$ cat src/rtl/seg_lfsr_timer_pkg.sv
package seg_lfsr_timer_pkg;

   // Run state of the timer controller
   typedef enum logic {
      TMR_IDLE = 1'b0,
      TMR_RUN  = 1'b1
   } tmr_state_e;

   // Number of distinct states a maximal segment cycles through
   function automatic longint unsigned seg_period(input int unsigned width);
      return (longint'(1) << width) - 1;
   endfunction

endpackage

$ cat src/rtl/lfsr_seg.sv
module lfsr_seg #(
   parameter int unsigned          SEG_W = 18,
   parameter int unsigned          TAP   = 11,
   parameter logic [SEG_W-1:0]     WRAP  = SEG_W'(1)
) (
   input  logic             clk,
   input  logic             rst_n,
   input  logic             load_i,
   input  logic [SEG_W-1:0] pre_i,
   input  logic             adv_i,
   output logic [SEG_W-1:0] state_o,
   output logic             at_wrap_o
);

   localparam int unsigned MSB = SEG_W - 1;

   if (SEG_W < 3) begin : g_bad_width
      $error("lfsr_seg: SEG_W must be at least 3");
   end
   if (TAP == 0 || TAP >= SEG_W) begin : g_bad_tap
      $error("lfsr_seg: TAP must lie in 1..SEG_W-1");
   end
   if (WRAP == '0) begin : g_bad_wrap
      $error("lfsr_seg: terminal pattern must be nonzero");
   end

   logic [SEG_W-1:0] s_q;
   logic [SEG_W-1:0] s_step;
   logic [SEG_W-1:0] s_d;
   logic             at_q;

   // Two-input feedback keeps the step path one gate deep
   always_comb begin
      s_step = {s_q[MSB-1:0], s_q[MSB] ^ s_q[TAP-1]};
      if (load_i)     s_d = pre_i;
      else if (adv_i) s_d = s_step;
      else            s_d = s_q;
   end

   always_ff @(posedge clk or negedge rst_n) begin
      if (!rst_n) begin
         s_q  <= WRAP;
         at_q <= 1'b1;
      end else begin
         s_q  <= s_d;
         at_q <= (s_d == WRAP);
      end
   end

   assign state_o   = s_q;
   assign at_wrap_o = at_q;


   seg_hold_chk: assert property (@(posedge clk) disable iff (!rst_n)
      (!load_i && !adv_i) |=> $stable(s_q));


   wrap_flag_chk: assert property (@(posedge clk) disable iff (!rst_n)
      at_q == (s_q == WRAP));

endmodule

$ cat src/rtl/tmr_ctrl.sv
module tmr_ctrl
   import seg_lfsr_timer_pkg::*;
(
   input  logic clk,
   input  logic rst_n,
   input  logic load_i,
   input  logic en_i,
   input  logic term_i,
   output logic step_o,
   output logic done_o
);

   tmr_state_e st_q;
   logic       done_q;
   logic       running;

   assign running = (st_q == TMR_RUN);
   assign step_o  = running && en_i && !term_i && !load_i;

   always_ff @(posedge clk or negedge rst_n) begin
      if (!rst_n) begin
         st_q   <= TMR_IDLE;
         done_q <= 1'b0;
      end else begin
         done_q <= running && term_i && !load_i;
         if (load_i)
            st_q <= TMR_RUN;
         else if (running && term_i)
            st_q <= TMR_IDLE;
      end
   end

   assign done_o = done_q;


   done_width_chk: assert property (@(posedge clk) disable iff (!rst_n)
      done_q |=> !done_q);


   load_quiet_chk: assert property (@(posedge clk) disable iff (!rst_n)
      load_i |=> !done_q);


   idle_silent_chk: assert property (@(posedge clk) disable iff (!rst_n)
      (st_q == TMR_IDLE && !load_i) |=> !done_q);

endmodule

$ cat src/rtl/seg_lfsr_timer.sv
module seg_lfsr_timer #(
   parameter int unsigned      SEG_W    = 18,
   parameter int unsigned      SEG_NUM  = 2,
   parameter int unsigned      TAP      = 11,
   parameter logic [SEG_W-1:0] WRAP_PAT = SEG_W'(1)
) (
   input  logic                       clk,
   input  logic                       rst_n,
   input  logic                       load,
   input  logic [SEG_W*SEG_NUM-1:0]   preload,
   input  logic                       en,
   output logic                       done
);

   localparam int unsigned TOT_W = SEG_W * SEG_NUM;

   if (SEG_NUM < 1) begin : g_bad_num
      $error("seg_lfsr_timer: SEG_NUM must be at least 1");
   end
   if (TOT_W > 256) begin : g_bad_total
      $error("seg_lfsr_timer: total state width too large");
   end

   logic                 step;
   logic                 term;
   logic [SEG_NUM-1:0]   carry;
   logic [SEG_NUM-1:0]   at;
   logic [SEG_W-1:0]     seg_q [SEG_NUM];

   for (genvar i = 0; i < SEG_NUM; i++) begin : g_seg
      if (i == 0) begin : g_base
         assign carry[i] = step;
      end else begin : g_chain
         // one-cycle enable: only while every lower segment is on its terminal pattern
         assign carry[i] = carry[i-1] & at[i-1];


         carry_hold_chk: assert property (@(posedge clk) disable iff (!rst_n)
            (!load && !at[i-1]) |=> $stable(seg_q[i]));
      end

      lfsr_seg #(
         .SEG_W (SEG_W),
         .TAP   (TAP),
         .WRAP  (WRAP_PAT)
      ) u_seg (
         .clk       (clk),
         .rst_n     (rst_n),
         .load_i    (load),
         .pre_i     (preload[i*SEG_W +: SEG_W]),
         .adv_i     (carry[i]),
         .state_o   (seg_q[i]),
         .at_wrap_o (at[i])
      );
   end

   assign term = &at;

   tmr_ctrl u_ctrl (
      .clk    (clk),
      .rst_n  (rst_n),
      .load_i (load),
      .en_i   (en),
      .term_i (term),
      .step_o (step),
      .done_o (done)
   );


   term_hold_chk: assert property (@(posedge clk) disable iff (!rst_n)
      (done && !load) |=> $stable(seg_q[0]));

endmodule

$ cat config.mk
export PLATFORM = sky130hd
export DESIGN_NAME = seg_lfsr_timer
export DESIGN_NICKNAME = d
export VERILOG_FILES = /design/src/rtl/seg_lfsr_timer_pkg.sv /design/src/rtl/lfsr_seg.sv /design/src/rtl/tmr_ctrl.sv /design/src/rtl/seg_lfsr_timer.sv
export SDC_FILE = /design/constraint.sdc
export NUM_CORES = 1
export LEC_CHECK = 0
export BUFFER_PORTS_ARGS = -buffer_cell sky130_fd_sc_hd__buf_2
export CORE_UTILIZATION = 59
export DETAILED_ROUTE_END_ITERATION = 6
export PLACE_DENSITY = 0.85
export SYNTH_ARGS = -nofsm -noshare
export SYNTH_HDL_FRONTEND = slang
export SYNTH_SLANG_ARGS = --single-unit
$ cat constraint.sdc
create_clock -name clk -period 6.2 [get_ports clk]
set_clock_uncertainty 0.2 [all_clocks]
set_input_delay 0.62 -clock clk [delete_from_list [all_inputs] [get_ports clk]]
set_output_delay 0.62 -clock clk [all_outputs]
set_load 0.02 [all_outputs]
==> out/qor.csv, run 1 <==
stage,metric,value,unit
outcome,status,"complete, no violations",
clock_tree,# Post-CTS Setup Buffers,0,
sta,Final Hold Viols,0,
setup_path,crit path kind,register to register,
clock_tree,Clock Latency Late Sink,330,ps
cells_and_area,Finished Core Util,69.53,%
cells_and_area,area grow syn2layout,12.52,%
route,drt drc,0,
clock_tree,clk slew on worst S/H paths,110,ps
clock_tree,clk sinks,40,
clock_tree,CTS Hold Bufs,0,
job,Max-Cap Viols,0,
floorplan,Die ar.,3764,um^2
setup_path,Reg2Reg Launch Point,g_seg[0].u_seg.at_wrap_o,
synth,dominant cell type by area after synthesis,dfrtp_1,
synth,largest cells by area after synthesis,"dfrtp_1 43%, mux2i_1 6.7%, nand2_1 6.5%",
clock_tree,"Gates resized, CTS repair",0,
synth,area share of the largest cell type after synthesis,43.35,%
sta,Finish-stage setup viols,0,
route,post-DR wirelength/cell,15.16,um
global_routing,initial antenna violation count,0,
sta,Slew HR,30.94,%
synth,register area share after synthesis,48.40,%
route,"wirelength, routed",4608,um
global_routing,global route total overflow,0,
setup_path,r2r worst-path depth,5,
global_routing,Total Routing Usage GR,27.75,%
worst_hold_path,hold crit path type,input pin to asynchronous set/reset pin,
synth,synthesized area,2078,um^2
power_and_ir_drop,peak supply drop,0.0001560,V
synth,gate count of the mapped netlist,223,
synth,Synthesized Nets,263,
setup_path,worst reg2reg setup slack,3440,ps
setup_path,reg-to-reg endpoint,g_seg[1].u_seg.at_wrap_o,
placement,gp weighted congestion,0.8466,
route,drt pass-1 iters,5,
synth,synthesized flop and latch total,40,
clock_tree,CTS buffer count,5,
floorplan,core area,3363,um^2
route,Vias/cell,5.980,
route,ANT nets after route,0,
clock_tree,H-Tree Depth,2,
global_routing,largest net degree at the start of global routing,70,
synth,"EDFF count, synth",0,
floorplan,Top Ports,41,
synth,Mapped Avg Cell Area,9.319,um^2
sta,Final period util,44.57,%
sta,Final WS setup,3437,ps
floorplan,die height,61.35,um
clock_tree,CTS tree,done,
global_routing,vias in the first global route,1621,
floorplan,effective utilization at floorplan,61.79,%
cells_and_area,post-route design area,2338,um^2
cells_and_area,share of layout cells above drive strength 1,20.54,%
sta,Final min period,2763,ps
cells_and_area,Final nets,297,
setup_path,CP arrival,2820,ps
floorplan,Placement Rows,21,
synth,unique cell type count in the Yosys netlist,43,
sta,Max Clock Freq,361.9,MHz
sta,RSZ-0062 raised after global routing,false,
cells_and_area,n_diodes,0,
sta,Least-Margin Pin Slew,1032,ps
setup_path,critical path startpoint category,register,
setup_path,CP max FO,18,
synth,YS warnings,0,
floorplan,Chip Width,61.35,um
setup_path,CP Capture Type,register,
setup_path,critical path required time,6250,ps
sta,Fin Setup TNS,0,ps
placement,DP HPWL,3123,um
clock_tree,Clock Root Buffer,clkbuf_4,
synth,Synth async-reset ratio,100.0,%
placement,dpl ws,3277,ps
placement,Port Buffers,40,
route,Vias,1818,
sta,Slew Limit Fails,0,
synth,top_reg_cell synth,dfrtp_1,
clock_tree,Clock Tree Buf Depth,2,
power_and_ir_drop,PD cells,223.1,nW/um^2
route,initial DRC count,128,
power_and_ir_drop,Leakage,1.058,nW
placement,placed cell area,2280,um^2
global_routing,first-pass GRT wire length,7507,um
## cell families after synthesis
| group | after synthesis | share of synthesized area (%) |
|---|---|---|
| and+or+nand+nor | 85 | 20.47 |
| AOI/OAI and AO/OA | 64 | 19.75 |
| DFF | 40 | 48.40 |
| buffers and inverters | 18 | 3.793 |
| muxes | 14 | 6.743 |
| xor gates and xnor gates | 2 | 0.8430 |
## through the flow
stage	hold WS (ps)	total power, W	cells
2_1_floorplan	124.4	0.0003534	223
3_3_place_gp	324.0	0.0003847	296
3_5_place_dp	326.3	0.0003875	296
4_1_cts	213.8	0.0005229	304
5_1_grt	252.8	0.0005489	304
6_report	183.5	0.0005217	304
## routing by layer
layer	up-vias	routed length, um	GRT usage, %	part of all wire (%)
li1	880	-	-	-
met1	862	2215	42.42	48
met2	70	2082	39.13	45
met3	6	233	5.252	5.1
met4	0	76	10.79	1.6
met5	-	0	0	0
## report_power, final
| part | internal, W | leakage, nW | switching, W |
|---|---|---|---|
| clock | 0.0000561 | 0.0326 | 0.0000819 |
| combinational | 0.0000363 | 0.553 | 0.0000466 |
| sequential | 0.000284 | 0.473 | 0.0000164 |
## worst max-delay path, cell delays in order, from the launching register on
cell and delay [ps]:
dfstp_2 560, and4b_1 730, mux2i_1 260, o21ai_1 90
or4_1 560, nor4_2 280
## area by class of cell
type                    instances  area (um^2)
clock buffers                   8        58.81
fillers                       280         1025
inverters                       4        15.01
multi-input cells             165        993.5
flip-flops and latches         40         1006
well taps                      46        57.56
repair buffers                 41        207.7
## cell usage in the layout, fill, tap and decap left out, types with 6 or more instances in the layout
cell type | netlist | final
buf_2 | 3 | 40
nand2_1 | 36 | 36
dfrtp_1 | 36 | 36
o21ai_0 | 20 | 20
mux2i_1 | 14 | 14
a21oi_1 | 11 | 11
nor2_1 | 11 | 11
o21ai_1 | 6 | 6
nor3_1 | 6 | 6
## cells in the mapped netlist (3+ instances only)
library cell and n:
a21oi_1 11, o21ai_0 20, nand2_1 36, dfrtp_1 36
a221o_1 5, nand2b_1 4, inv_1 3, a31oi_1 5
nor4_1 5, nor3_1 6, buf_2 3, dfstp_2 4
nor2b_1 3, mux2i_1 14, clkbuf_1 8, nor2_1 11
and2_1 4, nand3_1 3, and3_1 3, o21ai_1 6
## flip-flops by register name, indices dropped and copies added (netlist names)
signal                 cells
g_seg.u_seg.at_wrap_o      2
g_seg.u_seg.state_o       36
u_ctrl.done_o              1
u_ctrl.running             1
## how the worst max path moves through the flow
stage                     slack [ps]  depth (start not counted)                      from                  endpoint
after floorplan                 3930                          6                        en  g_seg[1].u_seg.at_wrap_o
after global placement          3300                          6                        en  g_seg[1].u_seg.at_wrap_o
after detailed placement        3280                          6                        en  g_seg[1].u_seg.at_wrap_o
after CTS                       3440                          5  g_seg[0].u_seg.at_wrap_o  g_seg[1].u_seg.at_wrap_o
after global routing            3290                          5  g_seg[0].u_seg.at_wrap_o  g_seg[1].u_seg.at_wrap_o
final                           3440                          5  g_seg[0].u_seg.at_wrap_o  g_seg[1].u_seg.at_wrap_o
No activity file was read; power rests on OpenSTA's default activity.
==> inputs of run 2 (changes only) <==
--- a/config.mk
+++ b/config.mk
@@ -6,9 +6,9 @@
 export NUM_CORES = 1
 export LEC_CHECK = 0
 export BUFFER_PORTS_ARGS = -buffer_cell sky130_fd_sc_hd__buf_2
-export CORE_UTILIZATION = 59
+export CORE_UTILIZATION = 49
 export DETAILED_ROUTE_END_ITERATION = 6
-export PLACE_DENSITY = 0.85
+export PLACE_DENSITY = 0.75
 export SYNTH_ARGS = -nofsm -noshare
 export SYNTH_HDL_FRONTEND = slang
 export SYNTH_SLANG_ARGS = --single-unit
==> constraint.sdc (replaced) <==
create_clock -name clk -period 2.5 [get_ports clk]
set_clock_uncertainty 0.2 [all_clocks]
set_input_delay 0.25 -clock clk [delete_from_list [all_inputs] [get_ports clk]]
set_output_delay 0.25 -clock clk [all_outputs]
set_load 0.02 [all_outputs]
==> out/qor.csv, run 2 (same netlist as run 1, synthesis figures left out) <==
stage,metric,value,unit
outcome,status,"complete, no violations",
worst_hold_path,hold crit path type,input pin to register,
setup_path,critical path startpoint category,register,
clock_tree,H-Tree Depth,2,
placement,dpl ws,-1.104,ps
global_routing,first-pass GRT wire length,8252,um
power_and_ir_drop,peak supply drop,0.0003890,V
sta,Final min period,2366,ps
route,drt pass-1 iters,5,
route,Vias,1903,
floorplan,Die ar.,4506,um^2
clock_tree,Clock Latency Late Sink,290,ps
sta,Final Hold Viols,0,
floorplan,Chip Width,67.13,um
floorplan,core area,4029,um^2
route,initial DRC count,146,
cells_and_area,"commonest non-fill, non-tap cell in the layout",buf_2,
setup_path,crit path kind,register to register,
route,ANT nets after route,0,
clock_tree,CTS buffer count,5,
sta,Finish-stage setup viols,0,
setup_path,critical path required time,2510,ps
cells_and_area,area grow syn2layout,26.61,%
sta,Least-Margin Pin Slew,892.3,ps
route,"wirelength, routed",4952,um
sta,Final period util,94.63,%
placement,gp weighted congestion,0.8320,
route,Vias/cell,5.647,
placement,DP HPWL,3503,um
floorplan,Top Ports,41,
power_and_ir_drop,PD cells,543.4,nW/um^2
sta,Slew Limit Fails,0,
floorplan,Placement Rows,23,
floorplan,effective utilization at floorplan,51.58,%
floorplan,die height,67.13,um
sta,Max Clock Freq,422.7,MHz
power_and_ir_drop,Leakage,1.208,nW
setup_path,Reg2Reg Launch Point,g_seg[0].u_seg.at_wrap_o,
route,drt drc,0,
clock_tree,CTS tree,done,
setup_path,CP Capture Type,register,
cells_and_area,n_diodes,0,
global_routing,Total Routing Usage GR,24.92,%
setup_path,worst reg2reg setup slack,130,ps
sta,Slew HR,40.51,%
sta,Fin Setup TNS,0,ps
setup_path,CP arrival,2380,ps
sta,Final WS setup,134.2,ps
cells_and_area,most frequent cells in the layout,"40 x buf_2, 36 x nand2_1, 36 x dfrtp_1",
clock_tree,clk slew on worst S/H paths,80,ps
global_routing,global route total overflow,0,
setup_path,CP max FO,9,
power_and_ir_drop,Power Total,0.001430,W
clock_tree,Clock Tree Buf Depth,2,
global_routing,initial antenna violation count,0,
clock_tree,Clock Root Buffer,clkbuf_8,
worst_hold_path,Hold Crit Start,preload[16],
route,post-DR wirelength/cell,14.69,um
sta,RSZ-0062 raised after global routing,false,
cells_and_area,Final nets,326,
global_routing,largest net degree at the start of global routing,41,
clock_tree,clk sinks,40,
placement,Port Buffers,40,
cells_and_area,max FFs per register,36,
cells_and_area,share of layout cells above drive strength 1,24.74,%
job,Max-Cap Viols,0,
setup_path,crit path from,g_seg[0].u_seg.at_wrap_o,
global_routing,vias in the first global route,1751,
[run 2: changes by cell type in the layout (fill, tap and decap cells not counted), sizes merged]
cell         previous run  this run
clkbuf                  8         6
clkinv                  0         2
dlygate4sd3             0        14
buf                    41        56
[run 2: worst max-delay path, stage by stage (launching register included)]
cell and delay, ps:
dfstp_2 550, and4b_2 400, mux2i_1 240, o21ai_0 120, or4_1 530, nor4_2 250
[run 2: per-stage QoR]
step                      utilization, %  std cells  hold WS [ps]  cell area [um^2]
after global placement             59.50        315         216.5              2397
after detailed placement           59.50        315         226.0              2397
after global routing               65.31        337         9.301              2631
after floorplan                        -        223        -245.6              2078
final                              65.31        337         6.592              2631
after CTS                          65.31        337         6.845              2631
[run 2: worst paths after layout]
kind,endpoint,cells after the start
max,g_seg[1].u_seg.at_wrap_o,5
min,g_seg[0].u_seg.state_o[16],3
max reg2reg,g_seg[1].u_seg.at_wrap_o,5
min reg2reg,g_seg[0].u_seg.state_o[13],2
max in group asynchronous,g_seg[1].u_seg.state_o[2],2
min in group asynchronous,g_seg[0].u_seg.state_o[10],2
[run 2: layout make-up]
| class | instances | area [um^2] |
|---|---|---|
| well taps | 50 | 62.56 |
| clock inverters | 2 | 10.01 |
| repair buffers | 70 | 460.4 |
| inverters | 4 | 15.01 |
| fillers | 362 | 1398 |
| clock buffers | 6 | 82.58 |
| multi-input cells | 165 | 994.7 |
| flip-flops and latches | 40 | 1006 |
[run 2: per-layer routing]
layer  track usage, %  part of all wire (%)  vias up
met5                0                     0        -
li1                 -                     -      941
met4            7.979                   1.4        0
met2            36.75                    46       49
met1            36.22                    47      906
met3            5.137                   5.4        7
[run 2: timing repair]
item / CTS / global route
gates resized for setup: 1 / 0
setup buffers: 0 / 0
endpoints found under the hold margin: 49 / 0
setup endpoints to repair: 1 / 0
hold buffers: 14 / 0
[run 2: power breakdown]
part	total [W]	leakage, nW	switching, W	internal, W
combinational	0.000234	0.684	0.000120	0.000114
sequential	0.000745	0.473	0.0000395	0.000705
clock	0.000451	0.0510	0.000231	0.000220
total	0.00143	1.21	0.000390	0.00104
==> inputs of run 3 (changes only) <==
--- a/config.mk
+++ b/config.mk
@@ -9,6 +9,7 @@
 export CORE_UTILIZATION = 49
 export DETAILED_ROUTE_END_ITERATION = 6
 export PLACE_DENSITY = 0.75
+export SETUP_SLACK_MARGIN = 0.3
 export SYNTH_ARGS = -nofsm -noshare
 export SYNTH_HDL_FRONTEND = slang
 export SYNTH_SLANG_ARGS = --single-unit
==> out/qor.csv, run 3 (same netlist as run 1, synthesis figures left out) <==
stage,metric,value,unit
cells_and_area,max FFs per register,36,
route,drt drc,0,
placement,placed cell count,315,
sta,Least-Margin Pin Slew,890.1,ps
sta,RSZ-0062 raised after global routing,true,
cells_and_area,share of layout cells above drive strength 1,25.35,%
cells_and_area,area grow syn2layout,27.39,%
global_routing,gr busiest metal,met2,
floorplan,Chip Width,67.13,um
route,drt pass-1 iters,4,
route,"wirelength, routed",5011,um
setup_path,CP Capture Type,register,
cells_and_area,most frequent cells in the layout,"40 x buf_2, 36 x nand2_1, 36 x dfrtp_1",
setup_path,Reg2Reg Launch Point,u_ctrl.running,
cells_and_area,post-route design area,2648,um^2
clock_tree,Clock Latency Late Sink,300,ps
global_routing,GRT met2 Usage,37.38,%
global_routing,met3 GRT Util,5.137,%
worst_hold_path,hold crit path type,input pin to register,
placement,DP HPWL,3503,um
worst_hold_path,Hold Path Stages,3,
clock_tree,clk sinks,40,
setup_path,crit path from,u_ctrl.running,
route,Vias,1911,
clock_tree,clk slew on worst S/H paths,80,ps
placement,placed cell area,2397,um^2
floorplan,core area,4029,um^2
setup_path,CP max FO,7,
placement,Port Buffers,40,
global_routing,first-pass GRT wire length,8376,um
global_routing,vias in the first global route,1756,
power_and_ir_drop,Leakage,1.212,nW
global_routing,global route total overflow,0,
cells_and_area,n_diodes,0,
floorplan,Top Ports,41,
floorplan,effective utilization at floorplan,51.58,%
global_routing,initial antenna violation count,0,
setup_path,CP arrival,2300,ps
clock_tree,# Post-CTS Setup Buffers,0,
setup_path,worst reg2reg setup slack,240,ps
cells_and_area,"commonest non-fill, non-tap cell in the layout",buf_2,
setup_path,r2r worst-path depth,6,
power_and_ir_drop,PD cells,541.6,nW/um^2
sta,Finish-stage setup viols,0,
clock_tree,H-Tree Depth,2,
sta,Slew HR,40.66,%
route,Vias/cell,5.654,
outcome,status,"complete, no violations",
clock_tree,CTS tree,done,
setup_path,crit path kind,register to register,
route,ANT nets after route,0,
setup_path,critical path startpoint category,register,
job,Max-Cap Viols,0,
power_and_ir_drop,Power Total,0.001434,W
route,initial DRC count,141,
sta,Max Clock Freq,441.8,MHz
placement,gp weighted congestion,0.8320,
global_routing,largest net degree at the start of global routing,41,
sta,Final min period,2263,ps
sta,Slew Limit Fails,0,
cells_and_area,fin cells,338,
route,post-DR wirelength/cell,14.83,um
floorplan,die height,67.13,um
global_routing,GR Util met1,36.76,%
sta,Final Hold Viols,0,
global_routing,Total Routing Usage GR,25.28,%
clock_tree,Clock Tree Buf Depth,2,
clock_tree,Clock Root Buffer,clkbuf_8,
cells_and_area,Final nets,327,
setup_path,reg-to-reg endpoint,g_seg[0].u_seg.at_wrap_o,
setup_path,critical path required time,2540,ps
floorplan,Placement Rows,23,
sta,Final period util,90.53,%
floorplan,Die ar.,4506,um^2
power_and_ir_drop,peak supply drop,0.0003889,V
clock_tree,CTS buffer count,5,
setup_path,worst setup path end,g_seg[0].u_seg.at_wrap_o,
-- run 3: cell count changes in the layout (fill, tap and decap cells not counted), sizes merged --
cell   before  now
and4b       1    2
-- run 3: layer usage --
layer	vias up	share of wire [%]	routed length [um]
met4	0	1.4	71
met2	48	46	2311
li1	942	-	-
met5	-	0	0
met3	7	5.5	276
met1	914	47	2351
-- run 3: worst min-delay path by stage --
stage,startpoint,end
2_1_floorplan,rst_n,g_seg[0].u_seg.state_o[10]
3_3_place_gp,rst_n,g_seg[0].u_seg.state_o[10]
3_5_place_dp,rst_n,g_seg[0].u_seg.state_o[10]
4_1_cts,preload[16],g_seg[0].u_seg.state_o[16]
5_1_grt,preload[7],g_seg[0].u_seg.state_o[7]
6_report,preload[16],g_seg[0].u_seg.state_o[16]
-- run 3: worst max-delay path, cell delays in order, from the launching register on --
cell and delay, ps:
dfrtp_1 450, and2_1 220, buf_4 170, and3_1 170, a2111oi_0 570, o32a_1 230, and4_1 200
-- run 3: layout make-up --
cell class	count	area (um^2)
Fill cell	359	1381
Multi-Input combinational cell	166	1011
Sequential cell	40	1006
Timing Repair Buffer	70	460.4
Clock buffer	6	82.58
Tap cell	50	62.56
Inverter	4	15.01
Clock inverter	2	10.01
-- run 3: through the flow --
stage	utilization [%]	hold slack, ps	setup slack, ps	setup TNS [ps]
after floorplan	-	-245.6	304.9	0
after global placement	59.50	216.5	76.32	0
after detailed placement	59.50	226.0	-1.104	-1.104
after CTS	65.65	6.845	233.7	0
after global routing	65.71	9.301	168.9	0
final	65.71	1.365	236.6	0
-- run 3: report_power, final --
group / switching (W) / internal [W] / total, W
logic: 0.000120 / 0.000114 / 0.000235
clock network: 0.000234 / 0.000220 / 0.000454
registers: 0.0000396 / 0.000705 / 0.000745
total: 0.000394 / 0.00104 / 0.00143
-- run 3: what timing repair did --
item                                    4_1_cts  5_1_grt
pin swaps                                     1        0
hold buffers                                 14        0
resized for setup                             3        2
hold endpoints to repair                     49        0
endpoints found under the setup margin        1        2
cloned                                        1        0
